### config.mk
export PLATFORM = sky130hd
export DESIGN_NAME = dma_irq_ctrl
export DESIGN_NICKNAME = d
export VERILOG_FILES = /design/src/rtl/dma_irq_pkg.sv /design/src/rtl/dma_irq_event_map.sv /design/src/rtl/dma_irq_pend_reg.sv /design/src/rtl/dma_irq_enable_reg.sv /design/src/rtl/dma_irq_end_decoder.sv /design/src/rtl/dma_irq_ctrl.sv
export SDC_FILE = /design/constraint.sdc
export NUM_CORES = 1
export LEC_CHECK = 0
export BUFFER_PORTS_ARGS = -buffer_cell sky130_fd_sc_hd__clkbuf_2
export CAP_MARGIN = 20
export CORE_ASPECT_RATIO = 0.6
export CORE_MARGIN = 2
export CORE_UTILIZATION = 40
export DETAILED_ROUTE_END_ITERATION = 6
export GPL_TIMING_DRIVEN = 0
export HOLD_SLACK_MARGIN = 0.02
export PLACE_DENSITY = 0.66
export SKIP_CTS_REPAIR_TIMING = 1
export SLEW_MARGIN = 5
export SYNTH_ARGS = -nofsm -noshare
export SYNTH_HDL_FRONTEND = slang
export SYNTH_SLANG_ARGS = --single-unit
### constraint.sdc
create_clock -name clk -period 2.5 [get_ports clk]
set_input_delay 0.375 -clock clk [delete_from_list [all_inputs] [get_ports clk]]
set_output_delay 0.375 -clock clk [all_outputs]
set_load 0.005 [all_outputs]
### src/rtl/dma_irq_pkg.sv
// Package: shared constants and helpers for the DMA interrupt status unit.
// Assumes channel groups of equal size; four status bits per channel slot.
package dma_irq_pkg;

    // Which group a decoded channel belongs to.
    typedef enum logic {
        GRP_NORMAL    = 1'b0,
        GRP_DEDICATED = 1'b1
    } ch_group_e;

    // Status bits owned by each channel (half, end).
    localparam int BITS_PER_CH = 2;

    // Width of the status word for a given group size.
    function automatic int word_width(input int ch_per_group);
        return 2 * BITS_PER_CH * ch_per_group;
    endfunction

endpackage

### src/rtl/dma_irq_event_map.sv
// Module: dma_irq_event_map
// Packs the per-channel half/end pulses of both groups into one word laid
// out as the status register: channel i of a group owns bits 2i (half) and
// 2i+1 (end); the dedicated group sits above the normal group.
// Assumes pulses are synchronous to the consuming clock.
module dma_irq_event_map #(
    parameter int CH_PER_GROUP = 8,
    localparam int WORD_W      = 4 * CH_PER_GROUP,
    localparam int HALF_W      = 2 * CH_PER_GROUP
) (
    input  logic [CH_PER_GROUP-1:0] norm_half,
    input  logic [CH_PER_GROUP-1:0] norm_end,
    input  logic [CH_PER_GROUP-1:0] ded_half,
    input  logic [CH_PER_GROUP-1:0] ded_end,
    output logic [WORD_W-1:0]       evt_word
);

    // One slot of four bits per channel index.
    for (genvar i = 0; i < CH_PER_GROUP; i++) begin : g_slot
        assign evt_word[2*i]            = norm_half[i];
        assign evt_word[2*i+1]          = norm_end[i];
        assign evt_word[HALF_W + 2*i]   = ded_half[i];
        assign evt_word[HALF_W + 2*i+1] = ded_end[i];
    end

endmodule

### src/rtl/dma_irq_pend_reg.sv
// Module: dma_irq_pend_reg
// Sticky pending bits. A set pulse marks a bit, a clear mask removes bits;
// when both touch a bit in one cycle the set wins so no event is lost.
// Assumes clr_word is already qualified by the write strobe.
module dma_irq_pend_reg #(
    parameter int WORD_W = 32
) (
    input  logic              clk,
    input  logic              rst_n,
    input  logic [WORD_W-1:0] set_word,
    input  logic [WORD_W-1:0] clr_word,
    output logic [WORD_W-1:0] pend_q
);

    logic [WORD_W-1:0] pend_d;

    // Next state: keep uncleared bits, then OR in new events.
    always_comb begin
        pend_d = (pend_q & ~clr_word) | set_word;
    end

    // State register with synchronous reset.
    always_ff @(posedge clk) begin
        if (!rst_n) begin
            pend_q <= '0;
        end else begin
            pend_q <= pend_d;
        end
    end

endmodule

### src/rtl/dma_irq_enable_reg.sv
// Module: dma_irq_enable_reg
// Plain write-loaded enable word, reset to all zeros (nothing enabled).
// Assumes wr is already qualified by the register select.
module dma_irq_enable_reg #(
    parameter int WORD_W = 32
) (
    input  logic              clk,
    input  logic              rst_n,
    input  logic              wr,
    input  logic [WORD_W-1:0] wdata,
    output logic [WORD_W-1:0] en_q
);

    // Load on write, clear on reset.
    always_ff @(posedge clk) begin
        if (!rst_n) begin
            en_q <= '0;
        end else if (wr) begin
            en_q <= wdata;
        end
    end

endmodule

### src/rtl/dma_irq_end_decoder.sv
// Module: dma_irq_end_decoder
// Finds the lowest odd (end-of-transfer) bit that is set in the active
// word and reports its group and channel index. Even bits are ignored.
// Assumes active_word = pending AND enable.
module dma_irq_end_decoder
    import dma_irq_pkg::*;
#(
    parameter int CH_PER_GROUP = 8,
    localparam int WORD_W      = 4 * CH_PER_GROUP,
    localparam int NUM_SLOTS   = 2 * CH_PER_GROUP,
    localparam int IDX_W       = (CH_PER_GROUP > 1) ? $clog2(CH_PER_GROUP) : 1
) (
    input  logic [WORD_W-1:0] active_word,
    output logic              found,
    output ch_group_e         group,
    output logic [IDX_W-1:0]  index
);

    logic [NUM_SLOTS-1:0] end_bits;

    // Gather only the end bits, one per channel slot.
    for (genvar s = 0; s < NUM_SLOTS; s++) begin : g_end
        assign end_bits[s] = active_word[2*s+1];
    end

    // Priority search from the lowest slot upwards.
    always_comb begin
        found = 1'b0;
        group = GRP_NORMAL;
        index = '0;
        for (int s = 0; s < NUM_SLOTS; s++) begin
            if (!found && end_bits[s]) begin
                found = 1'b1;
                if (s >= CH_PER_GROUP) begin
                    group = GRP_DEDICATED;
                    index = IDX_W'(s - CH_PER_GROUP);
                end else begin
                    group = GRP_NORMAL;
                    index = IDX_W'(s);
                end
            end
        end
    end

endmodule

### src/rtl/dma_irq_ctrl.sv
// Module: dma_irq_ctrl (top)
// Interrupt status and mask unit for two groups of DMA channels. Collects
// half/end pulses into sticky pending bits (write-one-to-clear), holds an
// enable word, drives a registered interrupt and decodes the lowest
// pending, enabled end event. reg_sel=0 addresses the status word,
// reg_sel=1 the enable word; reads are combinational.
module dma_irq_ctrl
    import dma_irq_pkg::*;
#(
    parameter int CH_PER_GROUP = 8,
    localparam int WORD_W      = 4 * CH_PER_GROUP,
    localparam int IDX_W       = (CH_PER_GROUP > 1) ? $clog2(CH_PER_GROUP) : 1
) (
    input  logic                    clk,
    input  logic                    rst_n,
    input  logic [CH_PER_GROUP-1:0] norm_half_evt,
    input  logic [CH_PER_GROUP-1:0] norm_end_evt,
    input  logic [CH_PER_GROUP-1:0] ded_half_evt,
    input  logic [CH_PER_GROUP-1:0] ded_end_evt,
    input  logic                    reg_wr,
    input  logic                    reg_sel,
    input  logic [WORD_W-1:0]       reg_wdata,
    output logic [WORD_W-1:0]       reg_rdata,
    output logic                    irq,
    output logic                    end_valid,
    output logic                    end_is_ded,
    output logic [IDX_W-1:0]        end_index
);

    logic [WORD_W-1:0] evt_word;
    logic [WORD_W-1:0] clr_word;
    logic [WORD_W-1:0] pend_q;
    logic [WORD_W-1:0] en_q;
    logic [WORD_W-1:0] active_word;
    logic              en_wr;
    ch_group_e         dec_group;

    // Write strobes split by select.
    always_comb begin
        clr_word = (reg_wr && !reg_sel) ? reg_wdata : '0;
        en_wr    = reg_wr && reg_sel;
    end

    dma_irq_event_map #(
        .CH_PER_GROUP (CH_PER_GROUP)
    ) u_map (
        .norm_half (norm_half_evt),
        .norm_end  (norm_end_evt),
        .ded_half  (ded_half_evt),
        .ded_end   (ded_end_evt),
        .evt_word  (evt_word)
    );

    dma_irq_pend_reg #(
        .WORD_W (WORD_W)
    ) u_pend (
        .clk      (clk),
        .rst_n    (rst_n),
        .set_word (evt_word),
        .clr_word (clr_word),
        .pend_q   (pend_q)
    );

    dma_irq_enable_reg #(
        .WORD_W (WORD_W)
    ) u_en (
        .clk   (clk),
        .rst_n (rst_n),
        .wr    (en_wr),
        .wdata (reg_wdata),
        .en_q  (en_q)
    );

    // Bits that may raise an interrupt.
    always_comb begin
        active_word = pend_q & en_q;
    end

    dma_irq_end_decoder #(
        .CH_PER_GROUP (CH_PER_GROUP)
    ) u_dec (
        .active_word (active_word),
        .found       (end_valid),
        .group       (dec_group),
        .index       (end_index)
    );

    // Group flag to a plain output bit.
    always_comb begin
        end_is_ded = (dec_group == GRP_DEDICATED);
    end

    // Registered interrupt request.
    always_ff @(posedge clk) begin
        if (!rst_n) begin
            irq <= 1'b0;
        end else begin
            irq <= |active_word;
        end
    end

    // Read multiplexer.
    always_comb begin
        reg_rdata = reg_sel ? en_q : pend_q;
    end

endmodule

==> key figures, run 1 <==
Run status
  • Result of the run: complete, no violations

Global routing
  • Remaining Overflow, GRT: 0
  • Met1 usage: 0.317
  • Vias in the first global route: 2898
  • Met3 Resource Use GR: 0.0715
  • Initial antenna violation count: 0
  • Largest net degree at the start of global routing: 12
  • M2 GR Usage: 0.334
  • Gr usage total: 0.225
  • First-pass GRT wire length: 14.8 mm
  • Gr busiest metal: met2

STA
  • Tightest Pin Transition: 0.646 ns
  • Setup Skew: 0.00314 ns
  • Fin crit share: 0.850
  • Worst slew margin: 0.569
  • TNS Setup: 0 ns
  • Unrepaired setup endpoints after global routing: false
  • Fmax: 0.471 GHz
  • Post-route minimum period: 2.12 ns
  • Fin. max-slew vios: 0
  • Hold Vio Cnt, Final: 0
  • Final setup violation count: 0

Worst setup path
  • Crit path kind: flop to output port
  • Critical path capture point: end_is_ded
  • Reg2Reg Depth: 4
  • Crit-path max FO: 5
  • Crit path DAT: 1.75 ns
  • Critical Path RT: 2.12 ns
  • Critical Path Source: u_pend.pend_q[3]
  • Capturing point of the worst reg2reg path: irq
  • CP startpoint kind: flop
  • Reg2Reg Setup Slack: 0.97 ns
  • Worst R2R Start: u_pend.pend_q[3]
  • CP Capture Type: output port

Floorplanning
  • Site Rows: 24
  • Initial Util: 0.420
  • Io pins: 106
  • DIE AREA: 0.00850 mm²
  • Area of the core: 0.00739 mm²
  • Die X-Extent: 118 µm
  • Die height: 72.2 µm

Synthesis
  • Sequential share of the synthesized area: 0.419
  • Top area cells in the synthesized netlist: dfxtp_1 42%, nand2_1 13%, mux2_2 12%
  • Post-synthesis cell area: 0.00310 mm²
  • Total nets after synthesis: 434
  • Cell taking the most area after synthesis: dfxtp_1
  • Synthesized flop and latch total: 65
  • Unique masters post-synth: 28
  • Top-area cell type share of the netlist area: 0.419
  • Synthesized instance count: 366
  • Ys Warns: 0
  • Mean Syn Cell Area: 8.48 µm²

Power and ir drop
  • Flop pwr share: 0.418
  • Combinational Power Share: 0.136
  • Sw Pwr: 693 µW
  • Clk network pwr share: 0.447
  • Pwr/cell area: 687 mW/mm²
  • Net Sw Frac: 0.249
  • P_int: 2090 µW
  • Lkg Pwr: 0.00174 µW
  • VDD IR max: 0.301 mV

Final layout
  • Non-Filler Instances: 589
  • Layout cell share with drive strength beyond 1: 0.328
  • Ant diodes: 0
  • Final instance area: 0.00405 mm²
  • Utilization after layout: 0.548
  • Layout overhead on the synthesized area: 30.4%
  • Layout net count: 548

Clocking
  • TritonCTS clock tree: yes
  • Clk buf depth: 2
  • Skew-Pair Late Insertion Delay: 0.32 ns
  • CTS Buf Count: 9
  • CTS H-tree lvls: 3
  • Clk sinks: 65
  • Clock slew at reported path FFs: 0.06 ns
  • Root buffer cell: clkbuf_16

Route
  • DRT Pass-1 Iters: 4
  • Routed WL: 9.04 mm
  • Vias: 2983
  • DRC violations left: 0
  • Initial DRC Count: 220
  • Remaining antenna violation count: 0
  • Wire per inst: 15.3 µm
  • Via-to-Cell Ratio: 5.06

Job
  • Max_cap viols: 0

Placed design
  • Post-DP Area: 0.00375 mm²
  • DP Cell Count: 573
  • DP Wirelength: 6.93 mm
  • Number of port buffers: 103
  • Routability cong.: 0.804

Hold path
  • Worst Hold Class: input pin to flop
==> kinds of logic after synthesis <==
family | synth area share
buf+inv | 0.0286
flops | 0.419
mux | 0.116
simple gates | 0.229
compound gates | 0.207
==> placed cells by master, fill, tap and decap left out, types with 2 or more instances in the layout <==
master / n
nand2_1: 107
clkbuf_2: 103
dfxtp_1: 65
nor2b_1: 34
a21boi_0: 33
mux2_2: 32
a21oi_1: 32
clkbuf_1: 17
a22oi_1: 11
clkbuf_16: 9
buf_2: 5
a22o_1: 4
nor2_1: 4
a32o_1: 3
nand4_1: 3
and2_1: 2
a32oi_1: 2
clkinv_2: 2
clkinvlp_4: 2
==> cells in the mapped netlist <==
library cell	n
a211oi_1	1
a21boi_0	33
a21oi_1	32
a22o_1	4
a22o_2	1
a22o_4	1
a22oi_1	11
a32o_1	3
a32oi_1	2
and2_1	2
and3b_1	1
buf_1	1
buf_2	5
clkbuf_1	16
dfxtp_1	65
mux2_2	32
nand2_1	107
nand3_1	1
nand3_2	1
nand4_1	3
nor2_1	4
nor2b_1	34
nor3_1	1
nor4_4	1
o211ai_1	1
o221ai_1	1
o31a_1	1
o32ai_1	1
==> per-stage QoR <==
step	power (µW)	setup slack [ns]	hold WS (ns)
after floorplan	1370	0.801	0.453
after global placement	1550	0.395	0.464
after detailed placement	1560	0.401	0.467
after CTS	2800	0.354	0.269
after global routing	2900	0.252	0.279
final	2780	0.375	0.276
==> layer usage <==
layer / vias to the layer above / share of wire
li1: 1496 / -
met1: 1380 / 0.51
met2: 99 / 0.41
met3: 8 / 0.069
met4: 0 / 0.0072
met5: - / 0
==> final cells by class <==
type	instances	area [µm²]
multi-input cells	279	1710
clock inverters	5	55.1
well taps	104	130
repair buffers	103	515
flip-flops and latches	65	1300
plain buffers	22	88.8
clock buffers	11	243
fillers	716	3340
==> power by group through the flow <==
| stage | Combinational (µW) | Sequential [µW] | Clock [µW] |
|---|---|---|---|
| finish | 376 | 1160 | 1240 |
| detailed placement | 377 | 1180 | 0 |
| floorplan | 211 | 1160 | 0 |
| global route | 420 | 1170 | 1310 |
| CTS | 379 | 1160 | 1260 |
| global placement | 370 | 1180 | 0 |
==> sequential cells by signal (all words and copies together) (netlist names) <==
register       count
u_pend.pend_q     32
irq                1
u_en.en_q         32
==> worst min-delay path by stage <==
stage                              endpoint  slack, ns        startpoint  cells past startpoint
after floorplan               u_en.en_q[30]       0.45     u_en.en_q[30]                      2
after global placement         u_en.en_q[0]       0.46      u_en.en_q[0]                      2
after detailed placement      u_en.en_q[14]       0.47     u_en.en_q[14]                      2
after CTS                  u_pend.pend_q[6]       0.27  norm_half_evt[3]                      3
after global routing      u_pend.pend_q[22]       0.28   ded_half_evt[3]                      3
final                      u_pend.pend_q[6]       0.28  norm_half_evt[3]                      3
==> worst max-delay path, cell delays in order (launching register included) <==
cell      delay (ns)
dfxtp_1         0.33
a22o_2          0.32
nor4_4          0.34
a21boi_0        0.28
clkbuf_2        0.16
Note: power is estimated with default switching activity, not from simulation.
==> inputs of run 2 (changes only) <==
PLACE_DENSITY = 0.69   (was 0.66)
clock period = 1.8 ns   (was 2.5 ns; I/O delays follow)
==> key figures, run 2 (synthesized netlist as in run 1, its figures left out) <==
Clocking
  • Skew-Pair Late Insertion Delay: 0.34 ns
  • Clk sinks: 65
  • Clock slew at reported path FFs: 0.05 ns
  • CTS H-tree lvls: 3
  • CTS Buf Count: 9
  • Clk buf depth: 2
  • TritonCTS clock tree: yes
  • Root buffer cell: clkbuf_16

Final layout
  • Commonest non-fill, non-tap cell in the layout: nand2_1
  • Ant diodes: 0
  • Layout net count: 551
  • Non-Filler Instances: 592
  • Most frequent cells in the layout: 107 x nand2_1, 103 x clkbuf_2, 52 x dfxtp_1, 33 x nor2b_1
  • Layout cell share with drive strength beyond 1: 0.377
  • Layout overhead on the synthesized area: 32.6%
  • Final instance area: 0.00411 mm²
  • Utilization after layout: 0.557
  • Biggest regs: u_en.en_q x32, u_pend.pend_q x32, irq x1

Placed design
  • Routability cong.: 0.788
  • Post-DP Area: 0.00375 mm²
  • Pre-CTS WS: -0.104 ns
  • DP Cell Count: 573
  • Number of port buffers: 103
  • DP Wirelength: 7.03 mm

Power and ir drop
  • VDD IR max: 0.486 mV
  • Pwr/cell area: 923 mW/mm²
  • Lkg Pwr: 0.00178 µW

Floorplanning
  • Site Rows: 24
  • Die height: 72.2 µm
  • DIE AREA: 0.00850 mm²
  • Initial Util: 0.420
  • Die X-Extent: 118 µm
  • Io pins: 106
  • Area of the core: 0.00739 mm²

STA
  • Tightest Pin Transition: 0.591 ns
  • Final setup violation count: 5
  • Worst slew margin: 0.606
  • Min Hold Slack: 0.161 ns
  • Hold Vio Cnt, Final: 0
  • Fin. max-slew vios: 0
  • Setup Skew: 0.00523 ns
  • Final WS setup: -0.209 ns
  • Fmax: 0.498 GHz
  • Post-route minimum period: 2.01 ns
  • Fin crit share: 1.12
  • Unrepaired setup endpoints after global routing: true

Route
  • Remaining antenna violation count: 0
  • Initial DRC Count: 161
  • DRT Pass-1 Iters: 4
  • Wire per inst: 16.0 µm
  • Routed WL: 9.44 mm
  • DRC violations left: 0
  • Via-to-Cell Ratio: 5.13
  • Vias: 3034

Worst setup path
  • Reg2Reg Depth: 4
  • CP Buf/Inv Count: 1
  • CP cell instances: a22o_4, nor4_4, nand4_1, o221ai_2, clkbuf_2
  • Critical Path RT: 1.53 ns
  • Crit path max-delay family: simple AND/OR/NAND/NOR gates
  • Crit path kind: flop to output port
  • CP max-delay cell: nor4_4
  • Max incr delay on CP: 0.35 ns
  • Worst R2R Start: u_en.en_q[3]
  • CP Capture Type: output port
  • CP startpoint kind: flop
  • Capturing point of the worst reg2reg path: irq
  • Crit path DAT: 1.74 ns
  • Reg2Reg Setup Slack: 0.25 ns
  • Crit-path max FO: 4

Global routing
  • Remaining Overflow, GRT: 0
  • First-pass GRT wire length: 14.4 mm
  • Largest net degree at the start of global routing: 12
  • Initial antenna violation count: 0
  • Gr usage total: 0.222
  • Vias in the first global route: 2843

Job
  • Max_cap viols: 0

Hold path
  • Hold Crit Start: ded_end_evt[4]
  • Hold path cells: 3
  • Worst Hold End: u_pend.pend_q[25]
  • Worst Hold Class: input pin to flop

Run status
  • Result of the run: finished with violations
  • Failing checks: negative setup slack
-- run 2: changes by cell type in the layout (fill, tap and decap cells not counted), moves of 2 or more --
cell | before | now
a22o_4 | 1 | 3
buf_2 | 5 | 7
buf_4 | 0 | 3
clkbuf_1 | 17 | 15
dfxtp_1 | 65 | 52
dfxtp_2 | 0 | 13
-- run 2: per-stage QoR --
step	setup TNS [ns]	power (µW)
after floorplan	0	1910
after CTS	-2.54	3800
after detailed placement	-1.35	2160
after global placement	-1.59	2150
after global routing	-0.991	3960
final	-0.711	3800
-- run 2: metal layers --
metal  global-route usage  part of all wire  vias to the layer above
li1                     -                 -                     1498
met1                0.307              0.48                     1413
met2                0.322              0.43                      110
met3               0.0684             0.079                       13
met4               0.0937             0.015                        0
met5                    0                 0                        -
-- run 2: worst max path at each step --
stage | startpoint | slack, ns | depth (start not counted) | endpoint
5_1_grt | u_en.en_q[3] | -0.28 | 5 | end_index[0]
4_1_cts | u_pend.pend_q[3] | -0.31 | 5 | end_index[2]
6_report | u_en.en_q[3] | -0.21 | 5 | end_index[0]
3_5_place_dp | reg_sel | -0.10 | 4 | reg_rdata[27]
2_1_floorplan | reg_sel | 0.31 | 3 | reg_rdata[10]
3_3_place_gp | reg_sel | -0.12 | 4 | reg_rdata[27]
-- run 2: tightest hold or removal path, delay by kind of cell --
| family | cells | cell delay [ns] |
|---|---|---|
| AO/OA/AOI/OAI | 1 | 0.03 |
| buffers and inverters | 1 | 0.08 |
| AND/OR/NAND/NOR | 1 | 0.08 |
-- run 2: final cells by class --
type | instances | area [µm²]
fill | 694 | 3270
multi-input combinational | 279 | 1750
sequential | 65 | 1320
timing repair buffer | 106 | 538
clock buffer | 11 | 253
tap | 104 | 130
buffer | 22 | 91.3
clock inverter | 5 | 30.0
-- run 2: report_power, final --
part / total (µW) / internal (µW) / switching [µW]
registers: 1620 / 1530 / 88.0
logic: 543 / 274 / 269
clock network: 1630 / 998 / 636
total: 3800 / 2810 / 992
